==> config.mk <==
export PLATFORM = sky130hd
export DESIGN_NAME = idx_ea_gen
export DESIGN_NICKNAME = d
export VERILOG_FILES = /design/src/rtl/ea_pkg.sv /design/src/rtl/ea_byte_seq.sv /design/src/rtl/ea_sum.sv /design/src/rtl/ea_postinc.sv /design/src/rtl/idx_ea_gen.sv
export SDC_FILE = /design/constraint.sdc
export NUM_CORES = 1
export LEC_CHECK = 0
export ABC_CLOCK_PERIOD_IN_PS = 10600
export BUFFER_PORTS_ARGS = -buffer_cell sky130_fd_sc_hd__clkbuf_2
export CAP_MARGIN = 20
export CELL_PAD_IN_SITES_DETAIL_PLACEMENT = 1
export CELL_PAD_IN_SITES_GLOBAL_PLACEMENT = 2
export CORE_MARGIN = 3
export CORE_UTILIZATION = 35
export CTS_BUF_LIST = sky130_fd_sc_hd__clkbuf_8
export CTS_CLUSTER_DIAMETER = 200
export DETAILED_ROUTE_END_ITERATION = 16
export PLACE_DENSITY_LB_ADDON = 0.1
export SLEW_MARGIN = 5
export SYNTH_ARGS = -nofsm -noshare
export SYNTH_HDL_FRONTEND = slang
export SYNTH_SLANG_ARGS = --single-unit
==> constraint.sdc <==
create_clock -name clk -period 10.6 [get_ports clk]
set_input_delay 2.12 -clock clk [delete_from_list [all_inputs] [get_ports clk]]
set_output_delay 2.12 -clock clk [all_outputs]
set_load 0.02 [all_outputs]
==> src/rtl/ea_pkg.sv <==
package ea_pkg;

    typedef enum logic [1:0] {
        EA_NONE    = 2'd0,
        EA_IDX8_PI = 2'd1,
        EA_IDX16   = 2'd2,
        EA_STK8    = 2'd3
    } ea_mode_e;

    // number of operand bytes that make up the offset for a mode
    function automatic int offset_bytes(ea_mode_e m);
        case (m)
            EA_IDX16: return 2;
            EA_NONE:  return 0;
            default:  return 1;
        endcase
    endfunction

endpackage

==> src/rtl/ea_byte_seq.sv <==
module ea_byte_seq
    import ea_pkg::*;
#(
    parameter int BW = 8,
    parameter int NB = 2
) (
    input  logic             clk,
    input  logic             rst,
    input  logic             op_start,
    input  ea_mode_e         op_mode,
    input  logic             opnd_valid,
    input  logic [BW-1:0]    opnd_byte,
    output ea_mode_e         mode_q,
    output logic             take_last,
    output logic [NB*BW-1:0] offset
);
    localparam int OW = NB * BW;
    localparam int CW = $clog2(NB + 1);

    typedef struct packed {
        logic          armed;
        logic [CW-1:0] cnt;
        ea_mode_e      mode;
        logic [OW-1:0] off;
    } seq_t;

    seq_t s_d, s_q;
    logic [OW-1:0] off_now;
    logic [CW-1:0] need;

    always_comb begin
        s_d       = s_q;
        take_last = 1'b0;
        need      = CW'(offset_bytes(s_q.mode));
        off_now   = s_q.off;
        if (op_start) begin
            s_d.armed = (op_mode != EA_NONE);
            s_d.mode  = op_mode;
            s_d.cnt   = '0;
            s_d.off   = '0;
        end else if (s_q.armed && opnd_valid) begin
            if (NB > 1) begin
                off_now = {s_q.off[OW-BW-1:0], opnd_byte};
            end else begin
                off_now = OW'(opnd_byte);
            end
            s_d.off = off_now;
            s_d.cnt = s_q.cnt + 1'b1;
            if (s_q.cnt + 1'b1 == need) begin
                take_last = 1'b1;
                s_d.armed = 1'b0;
            end
        end
    end

    always_ff @(posedge clk) begin
        if (rst) begin
            s_q <= '{armed: 1'b0, cnt: '0, mode: EA_NONE, off: '0};
        end else begin
            s_q <= s_d;
        end
    end

    assign mode_q = s_q.mode;
    assign offset = off_now;

    // a disarmed sequencer stays disarmed until a new start
    p_stay_idle_r10: assert property (@(posedge clk) disable iff (rst)
        (!s_q.armed && !op_start) |=> !s_q.armed);

endmodule

==> src/rtl/ea_sum.sv <==
module ea_sum
    import ea_pkg::*;
#(
    parameter int AW = 16,
    parameter int OW = 16
) (
    input  ea_mode_e      mode,
    input  logic [AW-1:0] idx,
    input  logic [AW-1:0] stkp,
    input  logic [OW-1:0] offset,
    output logic [AW-1:0] sum
);
    logic [AW-1:0] base;

    always_comb begin
        base = (mode == EA_STK8) ? stkp : idx;
        sum  = base + AW'(offset);   // modulo 2**AW
    end

endmodule

==> src/rtl/ea_postinc.sv <==
module ea_postinc #(
    parameter int AW = 16
) (
    input  logic          clk,
    input  logic          rst,
    input  logic          op_start,
    input  logic          arm,
    input  logic [AW-1:0] base_idx,
    input  logic          access_done,
    output logic          idx_we,
    output logic [AW-1:0] idx_wdata
);
    typedef struct packed {
        logic          waiting;
        logic [AW-1:0] base;
        logic          we;
        logic [AW-1:0] wdata;
    } pi_t;

    pi_t p_d, p_q;

    always_comb begin
        p_d    = p_q;
        p_d.we = 1'b0;
        if (op_start) begin
            p_d.waiting = 1'b0;
        end else if (arm) begin
            p_d.waiting = 1'b1;
            p_d.base    = base_idx;
        end else if (p_q.waiting && access_done) begin
            p_d.we      = 1'b1;
            p_d.wdata   = p_q.base + 1'b1;
            p_d.waiting = 1'b0;
        end
    end

    always_ff @(posedge clk) begin
        if (rst) begin
            p_q <= '{waiting: 1'b0, base: '0, we: 1'b0, wdata: '0};
        end else begin
            p_q <= p_d;
        end
    end

    assign idx_we    = p_q.we;
    assign idx_wdata = p_q.wdata;

    p_we_after_done_r7: assert property (@(posedge clk) disable iff (rst)
        idx_we |-> $past(access_done));

    p_we_single_r7: assert property (@(posedge clk) disable iff (rst)
        idx_we |=> !idx_we);

    p_start_cancels_r10: assert property (@(posedge clk) disable iff (rst)
        op_start |=> !idx_we);

endmodule

==> src/rtl/idx_ea_gen.sv <==
module idx_ea_gen
    import ea_pkg::*;
#(
    parameter int AW = 16,
    parameter int BW = 8
) (
    input  logic          clk,
    input  logic          rst,
    input  logic          op_start,
    input  logic [1:0]    op_mode,
    input  logic [AW-1:0] idx_in,
    input  logic [AW-1:0] stkp_in,
    input  logic          opnd_valid,
    input  logic [BW-1:0] opnd_byte,
    input  logic          access_done,
    output logic [AW-1:0] ea_addr,
    output logic          ea_valid,
    output logic          idx_we,
    output logic [AW-1:0] idx_wdata
);
    localparam int NB = 2;
    localparam int OW = NB * BW;

    typedef struct packed {
        logic          valid;
        logic [AW-1:0] addr;
    } ea_t;

    ea_mode_e      mode_q;
    logic          take_last;
    logic [OW-1:0] offset;
    logic [AW-1:0] sum;
    ea_t           e_d, e_q;

    ea_byte_seq #(.BW(BW), .NB(NB)) u_seq (
        .clk        (clk),
        .rst        (rst),
        .op_start   (op_start),
        .op_mode    (ea_mode_e'(op_mode)),
        .opnd_valid (opnd_valid),
        .opnd_byte  (opnd_byte),
        .mode_q     (mode_q),
        .take_last  (take_last),
        .offset     (offset)
    );

    ea_sum #(.AW(AW), .OW(OW)) u_sum (
        .mode   (mode_q),
        .idx    (idx_in),
        .stkp   (stkp_in),
        .offset (offset),
        .sum    (sum)
    );

    ea_postinc #(.AW(AW)) u_pi (
        .clk         (clk),
        .rst         (rst),
        .op_start    (op_start),
        .arm         (take_last && (mode_q == EA_IDX8_PI)),
        .base_idx    (idx_in),
        .access_done (access_done),
        .idx_we      (idx_we),
        .idx_wdata   (idx_wdata)
    );

    always_comb begin
        e_d       = e_q;
        e_d.valid = take_last && (mode_q != EA_NONE);
        if (take_last) begin
            e_d.addr = sum;
        end
    end

    always_ff @(posedge clk) begin
        if (rst) begin
            e_q <= '{valid: 1'b0, addr: '0};
        end else begin
            e_q <= e_d;
        end
    end

    assign ea_valid = e_q.valid;
    assign ea_addr  = e_q.addr;

    p_reset_quiet_r1: assert property (@(posedge clk)
        rst |=> (!ea_valid && !idx_we));

    p_ea_after_byte_r2: assert property (@(posedge clk) disable iff (rst)
        ea_valid |-> $past(opnd_valid && !op_start));

    p_ea_pulse_r6: assert property (@(posedge clk) disable iff (rst)
        ea_valid |=> !ea_valid);

    p_no_mode_none_r9: assert property (@(posedge clk) disable iff (rst)
        ea_valid |-> (mode_q != EA_NONE));

endmodule

==> results of run 1 <==
## cell families after synthesis
family                   count (synthesis)  synth area share (%)
AO/OA/AOI/OAI                           80                 12.79
buffers and inverters                   44                 6.330
flip-flops                              72                 36.28
AND/OR/NAND/NOR                        164                 19.05
multiplexers                            52                 14.05
XOR/XNOR                                27                 5.953
adder cells (fa/ha/maj)                 17                 5.543
## worst min path at each step
stage	end	startpoint	cells past startpoint	slack (ps)
after detailed placement	u_seq.s_q[13]	u_seq.s_q[13]	2	450
after global routing	u_seq.s_q[11]	u_seq.s_q[11]	2	480
final	ea_addr[8]	ea_addr[8]	2	450
after floorplan	u_seq.s_q[10]	u_seq.s_q[10]	2	430
after CTS	u_seq.s_q[9]	u_seq.s_q[9]	2	460
after global placement	u_seq.s_q[10]	u_seq.s_q[10]	2	440
## tightest hold or removal path, stage by stage (launching register included)
cell and delay, ps:
dfxtp_1 310, nand2_1 50, a21oi_1 50
## through the flow
step | power (mW) | std cells
detailed placement | 0.3382 | 638
CTS | 0.6032 | 653
global route | 0.6204 | 653
finish | 0.5923 | 653
floorplan | 0.3159 | 456
global placement | 0.3373 | 638
## power by group
part / internal, mW / total (mW) / switching, mW
clock network: 0.154 / 0.261 / 0.107
registers: 0.273 / 0.275 / 0.00220
logic: 0.0236 / 0.0565 / 0.0329
total: 0.451 / 0.592 / 0.142
## state kept, by name (all words and copies together) (netlist names)
register and flops:
u_pi.idx_wdata 16, u_seq.s_q 19, ea_addr 16, ea_valid 1
u_seq.mode_q 2, u_pi.idx_we 1, u_pi.p_q 17
## layer usage
layer / vias to the layer above / GRT usage, % / part of all wire [%]
li1: 1678 / - / -
met1: 1527 / 21.71 / 46
met3: 11 / 5.714 / 5.1
met4: 0 / 4.647 / 1.2
met5: - / 0 / 0
met2: 61 / 29.32 / 47
## final cells by class
class / count / share of cell area [%]
clock inverters: 6 / 2.382
well taps: 140 / 3.832
repair buffers: 83 / 9.253
inverters: 3 / 0.2464
flip-flops and latches: 72 / 31.54
clock buffers: 9 / 2.710
multi-input cells: 340 / 50.04
## cells in the final DEF, fill, tap and decap left out, types with 4 or more instances in the layout
master     n
xnor2_1   11
clkbuf_2  80
a21oi_1   40
mux2_2    30
nor2_1    48
a21o_1     4
mux2i_1   22
a211oi_1  18
xor2_1    16
nand2_1   66
dfxtp_1   72
ha_1      16
and3_1     9
clkbuf_8   9
o21ai_0    6
nand3_1   11
==> results.txt, run 1 <==
STA classifies the critical path startpoint as an input pin. In this run the worst hold path is classified as register to register. The critical path goes through clkbuf_2, and2_1, nand2b_4, mux2_2, ha_1, fa_1, a21o_1, a221oi_2, o21ai_1, o22ai_2, nor4_1, or3_1. The run finished with clean final reports. OpenSTA, run right after detailed placement, puts the worst setup slack at 4912 ps. The initial antenna violation count came to 0. The number of diodes added for antenna fixing came out at 0.

Once layout is done, the placed cells without fillers occupy 4571 um2. The worst register-to-register path ends at ea_addr[12]. After global routing the overflow that remains totals 0. Yosys attributes the largest share of cell area to dfxtp_1 (36%), mux2_2 (8.5%), nand2_1 (6.2%), mux2i_1 (5.5%), a21oi_1 (5.0%). In this design, the stage delay of the slowest critical-path cell is 710 ps. The critical path runs through a total of 12 cells. The portion of the post-synthesis area used by sequential elements came out at ~36%.

In the final timing run, aggregate negative setup slack is 0 ps. The total nets after synthesis came out at 520. The total via count in the routed design came out at 3277.

The post-synthesis cell area came out at slightly below 4000 um2. The post-layout minimum cycle time is 5329 ps. The multi-input combinational cell area is 2287 um2. By instance count, the leading cell after synthesis is dfxtp_1.

The die is between 100 and 150 um tall. The number of buffers and inverters on the critical path is 1. The worst-path maximum fanout is 20. The sum of net half-perimeters after detailed placement came out at 8254 um. The site row count is 38. The most area-hungry cell type in the Yosys netlist is dfxtp_1. For the final database, setup skew stands at 6.114 ps. The synthesized area per cell came out at 8.712 um2. The cell with the largest stage delay on the worst path is and2_1.

Setup repair after global routing left no endpoint under its margin. The endpoint type of the worst setup path is a register. The post-cts gate resize count is 0. In this run the cell area measured after placement is about 4300 um2. The count of buffers from port buffering came out at 80. The last weighted congestion value of the routability-driven placer came out at between 0.7 and 0.8. The post-CTS setup-driven buffer insertion count is 0. The share of layout cells above drive strength 1 came out at 26.51%.

Following the worst setup path forward leads to its endpoint at ea_addr[12]. The final worst-path cycle share came out at 50.27%. The number of routed nets with antenna violations is 0. The width of the die came out at about 110 um. In this run the clock root is driven by a clkbuf_8. TritonCTS built the clock tree. The sequential cell area is 1441 um2. The area enclosed by the die boundary came out at between 10000 and 15000 um2. The Yosys step of the flow raised 0 warnings. In the synthesized netlist the dominant register cell turns out to be dfxtp_1. The routed via count divided by cell count came out at approximately 5. The maximum root-to-sink buffer count came out at 2. The worst hold margin came out at ~450 ps. After synthesis, the share of flip-flops with an asynchronous set or reset is 0%. The number of top-level design ports came out at 81. By count the netlist is led by dfxtp_1 (72), nand2_1 (66), nor2_1 (48). The via count of the first global-routing pass is 3323. TritonCTS created 9 clock buffers. Tracing the worst setup path back leads to its startpoint at opnd_valid.

The sum of routed wire length over all layers is 10780 um. The first global-routing pass estimated 17260 um of wire. The number of clock sinks seen by CTS is 72. The classification of the worst setup path is input pin to register. The max-capacitance violation count came out at 0. The cell count after synthesis is 456. On the critical path the largest part of the delay comes from simple AND/OR/NAND/NOR gates. For the worst setup path, the data required time is 10850 ps. Summed over all cells, the static leakage comes to 2.008 nW.

The number of nets in the layout is 573. The DRC violations left came out at 0. The number of register bits inferred by synthesis came out at slightly above 70.

The maximum ir drop on the vdd rail is 0.1251 mV. The clock latency of the later-clocked register in the worst-skew pair came out at 370 ps. The initial cell density of the core came out at 36.17%. The worst slew margin relative to its limit is between 20% and 30%. Fill cells in the final layout number 1308. Counting cells, the worst reg-to-reg path comes to 11.

Data arrives at the worst endpoint at 5580 ps. The pin slew with the least headroom to its limit is ~1100 ps. Entering global routing, the biggest net connects 60 pins.

Before antenna repair, the detailed router went through 4 iterations. The ratio of total power to cell area is 129.6 nW/um2. The achievable frequency came out at 0.1877 GHz. From synthesis to final layout, the design area changed by 15.06%. The distinct cell type count of the synthesized netlist came out at 50. The register-to-register setup slack came out at 6760 ps. The smallest setup slack after layout came out at 5271 ps. The overall routing resource usage came out at between 15 and 20%. In this run, the number of DRC markers left after iteration 0 of detailed routing was 97. The number of hold-slack violations in the final timing report came out at 0. Cells fill 41.62% of the core in the end. The average wire per standard cell is between 15 and 20 um. The number of buffers inserted by hold repair at cts is 0. Setup violations remaining at the end of the flow were counted as 0. The core region is roughly 11000 um2. The origin of the critical flop-to-flop path is u_seq.s_q[20]. The maximum level of the CTS H-tree came out at 3. The clock input transition at the sequential cells of the worst setup and hold paths came out at roughly 70 ps.

The number of max-slew violations in the final report came to 0. The top cell type's share of synthesized area came out at 36.28%. The number of synthesized flops with an enable pin is 0.
Note: power is estimated with default switching activity, not from simulation.
==> inputs of run 2 (changes only) <==
--- a/config.mk
+++ b/config.mk
@@ -5,13 +5,14 @@
 export SDC_FILE = /design/constraint.sdc
 export NUM_CORES = 1
 export LEC_CHECK = 0
-export ABC_CLOCK_PERIOD_IN_PS = 10600
+export ABC_AREA = 1
+export ABC_CLOCK_PERIOD_IN_PS = 4300
 export BUFFER_PORTS_ARGS = -buffer_cell sky130_fd_sc_hd__clkbuf_2
 export CAP_MARGIN = 20
 export CELL_PAD_IN_SITES_DETAIL_PLACEMENT = 1
 export CELL_PAD_IN_SITES_GLOBAL_PLACEMENT = 2
 export CORE_MARGIN = 3
-export CORE_UTILIZATION = 35
+export CORE_UTILIZATION = 28
 export CTS_BUF_LIST = sky130_fd_sc_hd__clkbuf_8
 export CTS_CLUSTER_DIAMETER = 200
 export DETAILED_ROUTE_END_ITERATION = 16
==> constraint.sdc (replaced) <==
create_clock -name clk -period 4.3 [get_ports clk]
set_input_delay 0.86 -clock clk [delete_from_list [all_inputs] [get_ports clk]]
set_output_delay 0.86 -clock clk [all_outputs]
set_load 0.02 [all_outputs]
==> run 2 against run 1 <==
Effect of this change:
- critical path depth is 1 lower
- wire length grew 29%
- global-route usage fell by 0.22 points
- worst hold slack better by 18 ps
- register-to-register slack worse by 5400 ps
- die area rose by 34%
- first-iteration DRC count increased by 69%
- setup slack lost 4000 ps
- synthesized cell count grew 43%
- sequential cell count did not move
==> results.txt, run 2 <==
The flow ran to the end, and the final reports show no timing, DRC or antenna violations. The post-synthesis cell area came out at 4337 um2. In the layout the commonest cells are nand2_1 (171), inv_1 (87), nor2_1 (80), clkbuf_2 (80), dfxtp_1 (72).

The critical path goes through clkbuf_2, o21ai_0, ha_1, fa_1, nand2_1, nand2_1, nand2_1, nand2_1, a21oi_1, xor2_1, a21oi_1. The initial cell density of the core is 29.18%. Row generation in the floorplan step produced 44 rows.

The final setup TNS is 0 ps. Summing all non-filler instances in the final layout gives an area of 4972 um2. Hold is met by 469.9 ps.

Counting instances, the worst hold path has a depth of 2. Counting stages on the worst path, the most repeated cell is nand2_1. Power spread over the standard cell area amounts to ~300 nW/um2.

The core occupancy in the finished layout is 33.45%. The initial antenna violation count came out at 0. The number of top-level design ports is 81. At the pin with the least slew margin, the transition time is about 680 ps. The count of buffers from port buffering came out at 80. The die covers 17020 um2.

The startpoint identified for the worst register-to-register timing path is u_seq.mode_q[0]. STA classifies the critical path startpoint as an input pin. The core region is between 10000 and 15000 um2.

The growth of design area from synthesis to finish is 14.66%. The endpoint type of the worst setup path is a register. The last weighted congestion value of the routability-driven placer is 0.8309. Sorting the synthesized cells by how often they occur yields nand2_1 (171), inv_1 (86), nor2_1 (80).

The die is 130.5 um tall. The static leakage came out at 2.505 nW. Dividing the final minimum period by the clock period gives 69.56%. The top cell type's share of synthesized area is 33.24%. The number of synthesized flops with an enable pin is 0. The longest individual stage delay on the worst path is between 500 and 600 ps.

For this run, the register share of the synthesized area comes to 33.24%. The clock input transition at the sequential cells of the worst setup and hold paths is roughly 80 ps. Of all nets on the critical path, the largest fanout is 34.

The sum of routed wire length over all layers is 13910 um. The largest individual stage delay along the critical path comes from the cell clkbuf_2. The worst slew margin relative to its limit is 54.74%. The routed layout has between 4k and 5k vias. The share of synthesized registers carrying an async set or reset is 0%.

The filler-free cell count of the finished design came out at 900. Setup repair after global routing left no endpoint under its margin. The worst slack after detailed placement is ~880 ps. The root buffer cell chosen for the clock tree is clkbuf_8.

The total nets after synthesis came out at 718. The critical path required time came out at about 4500 ps. The first-pass detailed-route iteration total came out at 4. The end point of the worst hold path is u_pi.idx_wdata[2]. Counting flops and latches in the post-synthesis netlist gives 72.

The number of clock sinks seen by CTS is 72. The worst hold path begins at u_pi.idx_wdata[2]. The classification of the worst setup path is input pin to register. The maximum ir drop on the vdd rail is 0.1161 mV. Leaving out fill and tap cells, the most frequent cell in the layout is nand2_1. The total power after layout came out at between 1 and 1.5 mW. The number of nets in the layout is 775. Across all register-to-register paths, the minimum setup slack is 1380 ps.

The filler cell count came out at 1950. The average wire per standard cell came out at 15.45 um. The smallest setup slack after layout came out at about 1300 ps. The number of placed instances, taps included, is 884. The routed via count divided by cell count is between 4 and 5. The tightest min-delay check is of the register to register type. Across the routed clock network, the largest skew measured is 14.95 ps.

Among all cell types in the netlist, the one instantiated most often is nand2_1. The sum of net half-perimeters after detailed placement came out at between 10000 and 15000 um. The critical path arrival came out at 3220 ps. In the synthesized netlist, the number of instances is 654. The largest registers in the layout are u_seq.s_q: 19 flops, u_pi.p_q: 17 flops. TritonCTS built the clock tree. The post-CTS setup-driven buffer insertion count is 0. The register with the most flip-flops in the layout has 19 of them. The endpoint identified for the worst register-to-register timing path is ea_addr[8]. The aggregate global routing overflow is 0. The number of DRC markers after the initial detailed-route iteration is 164.

The post-layout minimum cycle time came out at 2991 ps. For this run, the leading register cell type out of synthesis is dfxtp_1. During synthesis, Yosys emitted a total of 0 warnings. The number of max-slew violations in the final report is 0. Ranked by flip-flop count, first place goes to u_seq.s_q. The most area-hungry cell type in the Yosys netlist is dfxtp_1.

The synthesized area per cell is 6.631 um2. The max-capacitance violation count came out at 0. The achievable frequency came out at ~0.33 GHz. The largest net degree at the start of global routing is 46.

Buffers inserted to repair hold after CTS numbered 0. Yosys attributes the largest share of cell area to dfxtp_1 (33%), nand2_1 (15%), inv_1 (7.4%), nor2_1 (6.9%), o21ai_0 (6.3%). The DRC violations left came out at 0. The share of layout cells above drive strength 1 is between 10% and 20%. The number of hold-slack violations in the final timing report came out at 0. The number of routed nets with antenna violations came out at 0. The distinct cell type count of the synthesized netlist is 34. The number of failing setup endpoints in the final timing report is 0. The maximum root-to-sink buffer count came out at 2. The worst register-to-register path has a depth of 11. Measured along the x axis, the die boundary spans 130.5 um. The maximum level of the CTS H-tree is 3. The via count of the first global-routing pass came out at 4402. The overall routing resource usage is around 17%. The placed instance area came out at 4751 um2. The later pin in the worst-skew pair is clocked with a latency of 360 ps. The post-cts gate resize count is 0. The number of clock buffers added by TritonCTS is 9. The first-pass GRT wire length is 22480 um. The number of diodes added for antenna fixing is 0.
## run 2: cell count changes in the layout (fill, tap and decap cells not counted), sizes merged, moves of 20 or more
cell and delta:
nand3 +24, mux2i -20, inv +87, nand2 +108, nor2 +34, o21ai +56
## run 2: kinds of logic (layout without fill, tap and decap cells)
kind of cell | after synthesis | in the layout | share of synthesized area [%]
simple gates | 306 | 306 | 29.54
buf+inv | 124 | 186 | 12.87
compound gates | 107 | 107 | 12.52
flops | 72 | 72 | 33.24
fa+ha+maj | 17 | 17 | 5.078
mux | 17 | 17 | 4.357
xor+xnor | 11 | 11 | 2.395
## run 2: how the worst max path moves through the flow
stage             endpoint        from  slack [ps]  depth (start not counted)
3_3_place_gp   ea_addr[13]  opnd_valid         930                         16
6_report        ea_addr[8]    op_start        1310                         11
3_5_place_dp   ea_addr[11]    op_start         880                         14
5_1_grt        ea_addr[14]  opnd_valid         920                         15
2_1_floorplan   ea_addr[8]  opnd_valid        1470                         13
4_1_cts        ea_addr[11]    op_start        1300                         14
## run 2: area by class of cell
| cell class | count | area [um2] | area share (%) |
|---|---|---|---|
| Clock buffer | 10 | 137.6 | 2.768 |
| Clock inverter | 6 | 83.83 | 1.686 |
| Inverter | 89 | 334.1 | 6.719 |
| Multi-Input combinational cell | 458 | 2337 | 47.01 |
| Sequential cell | 72 | 1441 | 28.99 |
| Tap cell | 184 | 230.2 | 4.630 |
| Timing Repair Buffer | 81 | 407.9 | 8.203 |
## run 2: report_power, final
group	internal [mW]	total, mW	switching (mW)
Combinational	0.0678	0.197	0.129
Clock	0.340	0.625	0.285
Sequential	0.672	0.677	0.00480
## run 2: worst max-delay path, delay by kind of cell
family / cells / cell delay (ps)
adder cells (fa/ha/maj): 2 / 760
AO/OA/AOI/OAI: 3 / 590
buffers and inverters: 1 / 510
AND/OR/NAND/NOR: 4 / 320
XOR/XNOR: 1 / 180
## run 2: layer usage
layer / vias to the layer above / global-route usage (%) / wire length [um]
met5: - / 0 / 0
met4: 0 / 7.018 / 429
met1: 1985 / 21.95 / 6623
met2: 82 / 28.64 / 6312
met3: 23 / 3.659 / 542
li1: 2168 / - / -
==> inputs of run 3 (changes only) <==
--- a/config.mk
+++ b/config.mk
@@ -6,7 +6,7 @@
 export NUM_CORES = 1
 export LEC_CHECK = 0
 export ABC_AREA = 1
-export ABC_CLOCK_PERIOD_IN_PS = 4300
+export ABC_CLOCK_PERIOD_IN_PS = 2750
 export BUFFER_PORTS_ARGS = -buffer_cell sky130_fd_sc_hd__clkbuf_2
 export CAP_MARGIN = 20
 export CELL_PAD_IN_SITES_DETAIL_PLACEMENT = 1
==> constraint.sdc (replaced) <==
create_clock -name clk -period 2.75 [get_ports clk]
set_input_delay 0.55 -clock clk [delete_from_list [all_inputs] [get_ports clk]]
set_output_delay 0.55 -clock clk [all_outputs]
set_load 0.02 [all_outputs]
==> run 3 against run 2 <==
Effect of this change:
- worst hold slack worse by 44 ps
- utilization is 1.5 points higher
- wire length is 5.6% higher
- sequential share of layout area is 1.3 points lower
- die area stayed put
- register-to-register slack worse by 1100 ps
- critical endpoint is now ea_addr[6]
- largest cell class unchanged
==> results.txt, run 3 (synthesized netlist as in run 2, its figures left out) <==
The number of clock sinks seen by CTS came out at between 70 and 80. Setup repair after global routing left no endpoint under its margin. The launching element type of the critical path is a register. The count of buffers from port buffering is 80. The initial antenna violation count is 0. The worst setup path is captured at a register. The placed instance area is 4976 um2. Fill cells in the final layout number around 1.9k. The number of buffers created by CTS is 9. The die outline height came out at 130.5 um.

The post-layout minimum cycle time came out at 2497 ps. Using the TritonRoute via totals, the vias-per-cell ratio works out to 4.729. The via count of the first global-routing pass came out at about 4.5k. The average wire per standard cell came out at 15.88 um. The critical path goes through nand2_2, buf_12, mux2_2, ha_1, nand2_1, inv_1, nand4_1, nand2_1, inv_1, or2_2, a21oi_1. The sum of net half-perimeters after detailed placement is 11880 um. Grouping stages by cell kind, the critical path spends the most delay in simple AND/OR/NAND/NOR gates. 81 I/O pins were placed.

At the pin with the least slew margin, the transition time is between 500 and 600 ps. Data on the critical path arrives at its endpoint at around 2800 ps. The final worst-path cycle share came out at 90.80%. For this run, the detailed router's first-pass iteration total came to 4.

Among all stages on the critical path, the largest delay is contributed by dfxtp_1. After detailed routing, the number of remaining DRC violations is 0. The largest registers in the layout are u_seq.s_q: 19 flops, u_pi.p_q: 17 flops. The number of nets in the layout came out at 800. The number of DRC markers after the initial detailed-route iteration came out at between 150 and 200. The run finished with clean final reports. The classification of the worst setup path is register to register. The aggregate global routing overflow came out at 0. Summing all multi-input logic gate instances after layout gives approximately 2300 um2. The maximum ir drop on the vdd rail came out at 0.1805 mV. The maximum level of the CTS H-tree came out at 3.

The post-CTS setup-driven buffer insertion count came out at 0. The worst slack after detailed placement is -25.15 ps. The clock input transition at the sequential cells of the worst setup and hold paths is 90 ps. The sum of routed wire length over all layers is 14690 um. Leaving out fill and tap cells, the most frequent cell in the layout is nand2_1. The cell sitting at the root of the clock tree is a clkbuf_8. The number of diodes added for antenna fixing came out at 0. The number of max-slew violations in the final report was 0. The clock latency of the later-clocked register in the worst-skew pair came out at between 300 and 400 ps.

Counting flops per register, the top entry is u_seq.s_q. The largest single stage delay on the critical path is 450 ps. The ratio of total power to cell area is 458.3 nW/um2. In this run the worst hold path is classified as input pin to register. The site row count came out at 44.

The total via count in the routed design came out at about 4.4k. The initial cell density of the core is 29.18%. The setup clock skew after layout came out at 14.50 ps. The growth of design area from synthesis to finish is 19.94%. The critical path required time is 3040 ps. The congestion estimate from routability-driven global placement came to 0.8941. The number of failing setup endpoints in the final timing report came out at 0. The first-pass GRT wire length came out at 23320 um.

The number of cells in the design after placement is 909. The area enclosed by the die boundary came out at 17020 um2. After layout, the design draws a total of 2.384 mW. The number of buffers inserted by hold repair at cts is 0.

The worst slew margin relative to its limit is 63.39%. In this run the deepest clock path goes through 2 buffers. With fillers left out, the area of the finished cells amounts to around 5200 um2. The number of routed nets with antenna violations came out at 0. The smallest setup slack after layout came out at 252.9 ps.

The number of hold-slack violations in the final timing report is 0. The floorplan step set the die width to around 130 um. The largest net degree at the start of global routing is 46. The flip-flop count of the largest register after layout is 19. In the final timing run, aggregate negative setup slack is 0 ps. TritonCTS built the clock tree. The max-capacitance violation count is 0. In the layout the commonest cells are nand2_1 (170), inv_1 (88), nor2_1 (80), clkbuf_2 (80), dfxtp_1 (72). Of all nets on the critical path, the largest fanout is 11. The achievable frequency is about 0.40 GHz. The total area inside the core boundary comes to ~15000 um2. The share of layout cells above drive strength 1 came out at 20.24%.

The number of buffers and inverters on the critical path came out at 3. Summing all flip-flop and latch instances after layout gives between 1000 and 1500 um2. Summed over all cells, the static leakage comes to 2.652 nW. The filler-free cell count of the finished design is 925.

The post-cts gate resize count came out at 0. Global routing used between 15 and 20% of the available tracks.
run 3: cell count changes in the layout (fill, tap and decap cells not counted):
| cell | change |
|---|---|
| buf_4 | +22 |
| inv_1 | +1 |
| o21ai_1 | +1 |
| nand2_1 | -1 |
| o21ai_0 | -1 |
| clkinv_4 | +2 |
| buf_12 | +3 |
| clkinv_2 | -1 |
| nand2_2 | +1 |
| clkinvlp_4 | -2 |
run 3: final timing paths:
check                    startpoint                end  slack (ps)  depth (start not counted)
setup / recovery    u_seq.mode_q[0]         ea_addr[6]         250                         11
hold / removal           op_mode[1]    u_seq.mode_q[1]         430                          3
setup reg to reg    u_seq.mode_q[0]         ea_addr[6]         250                         11
hold reg to reg   u_pi.idx_wdata[4]  u_pi.idx_wdata[4]         470                          2
run 3: report_power, final:
group	leakage (nW)	internal [mW]	total [mW]	switching (mW)
Combinational	1.95	0.137	0.353	0.216
Clock	0.119	0.533	0.973	0.440
Sequential	0.581	1.05	1.06	0.00645
run 3: area by class of cell:
type                            instances  share of cell area (%)
Timing Repair Buffer                  106                   12.17
Sequential cell                        72                   27.71
Inverter                               89                   6.423
Multi-Input combinational cell        458                   44.98
Tap cell                              184                   4.426
Clock buffer                           10                   2.646
Clock inverter                          6                   1.636
run 3: worst reg2reg max path, stage by stage, from the launching register on:
cell and delay, ps:
dfxtp_1 450, nand2_2 170, buf_12 180, mux2_2 320, ha_1 410, nand2_1 100
inv_1 80, nand4_1 80, nand2_1 160, inv_1 70, or2_2 270, a21oi_1 140
run 3: routing by layer:
layer	share of wire (%)	global-route usage [%]	vias up
li1	-	-	2218
met1	48	23.60	2068
met2	46	29.72	72
met3	3.9	3.455	16
met4	2.2	5.929	0
met5	0	0	-
run 3: stage by stage:
stage	util [%]	hold WS, ps
after floorplan	-	443.3
after global placement	33.48	452.3
after detailed placement	33.48	457.6
after CTS	34.97	402.1
after global routing	34.99	433.4
final	34.99	425.7
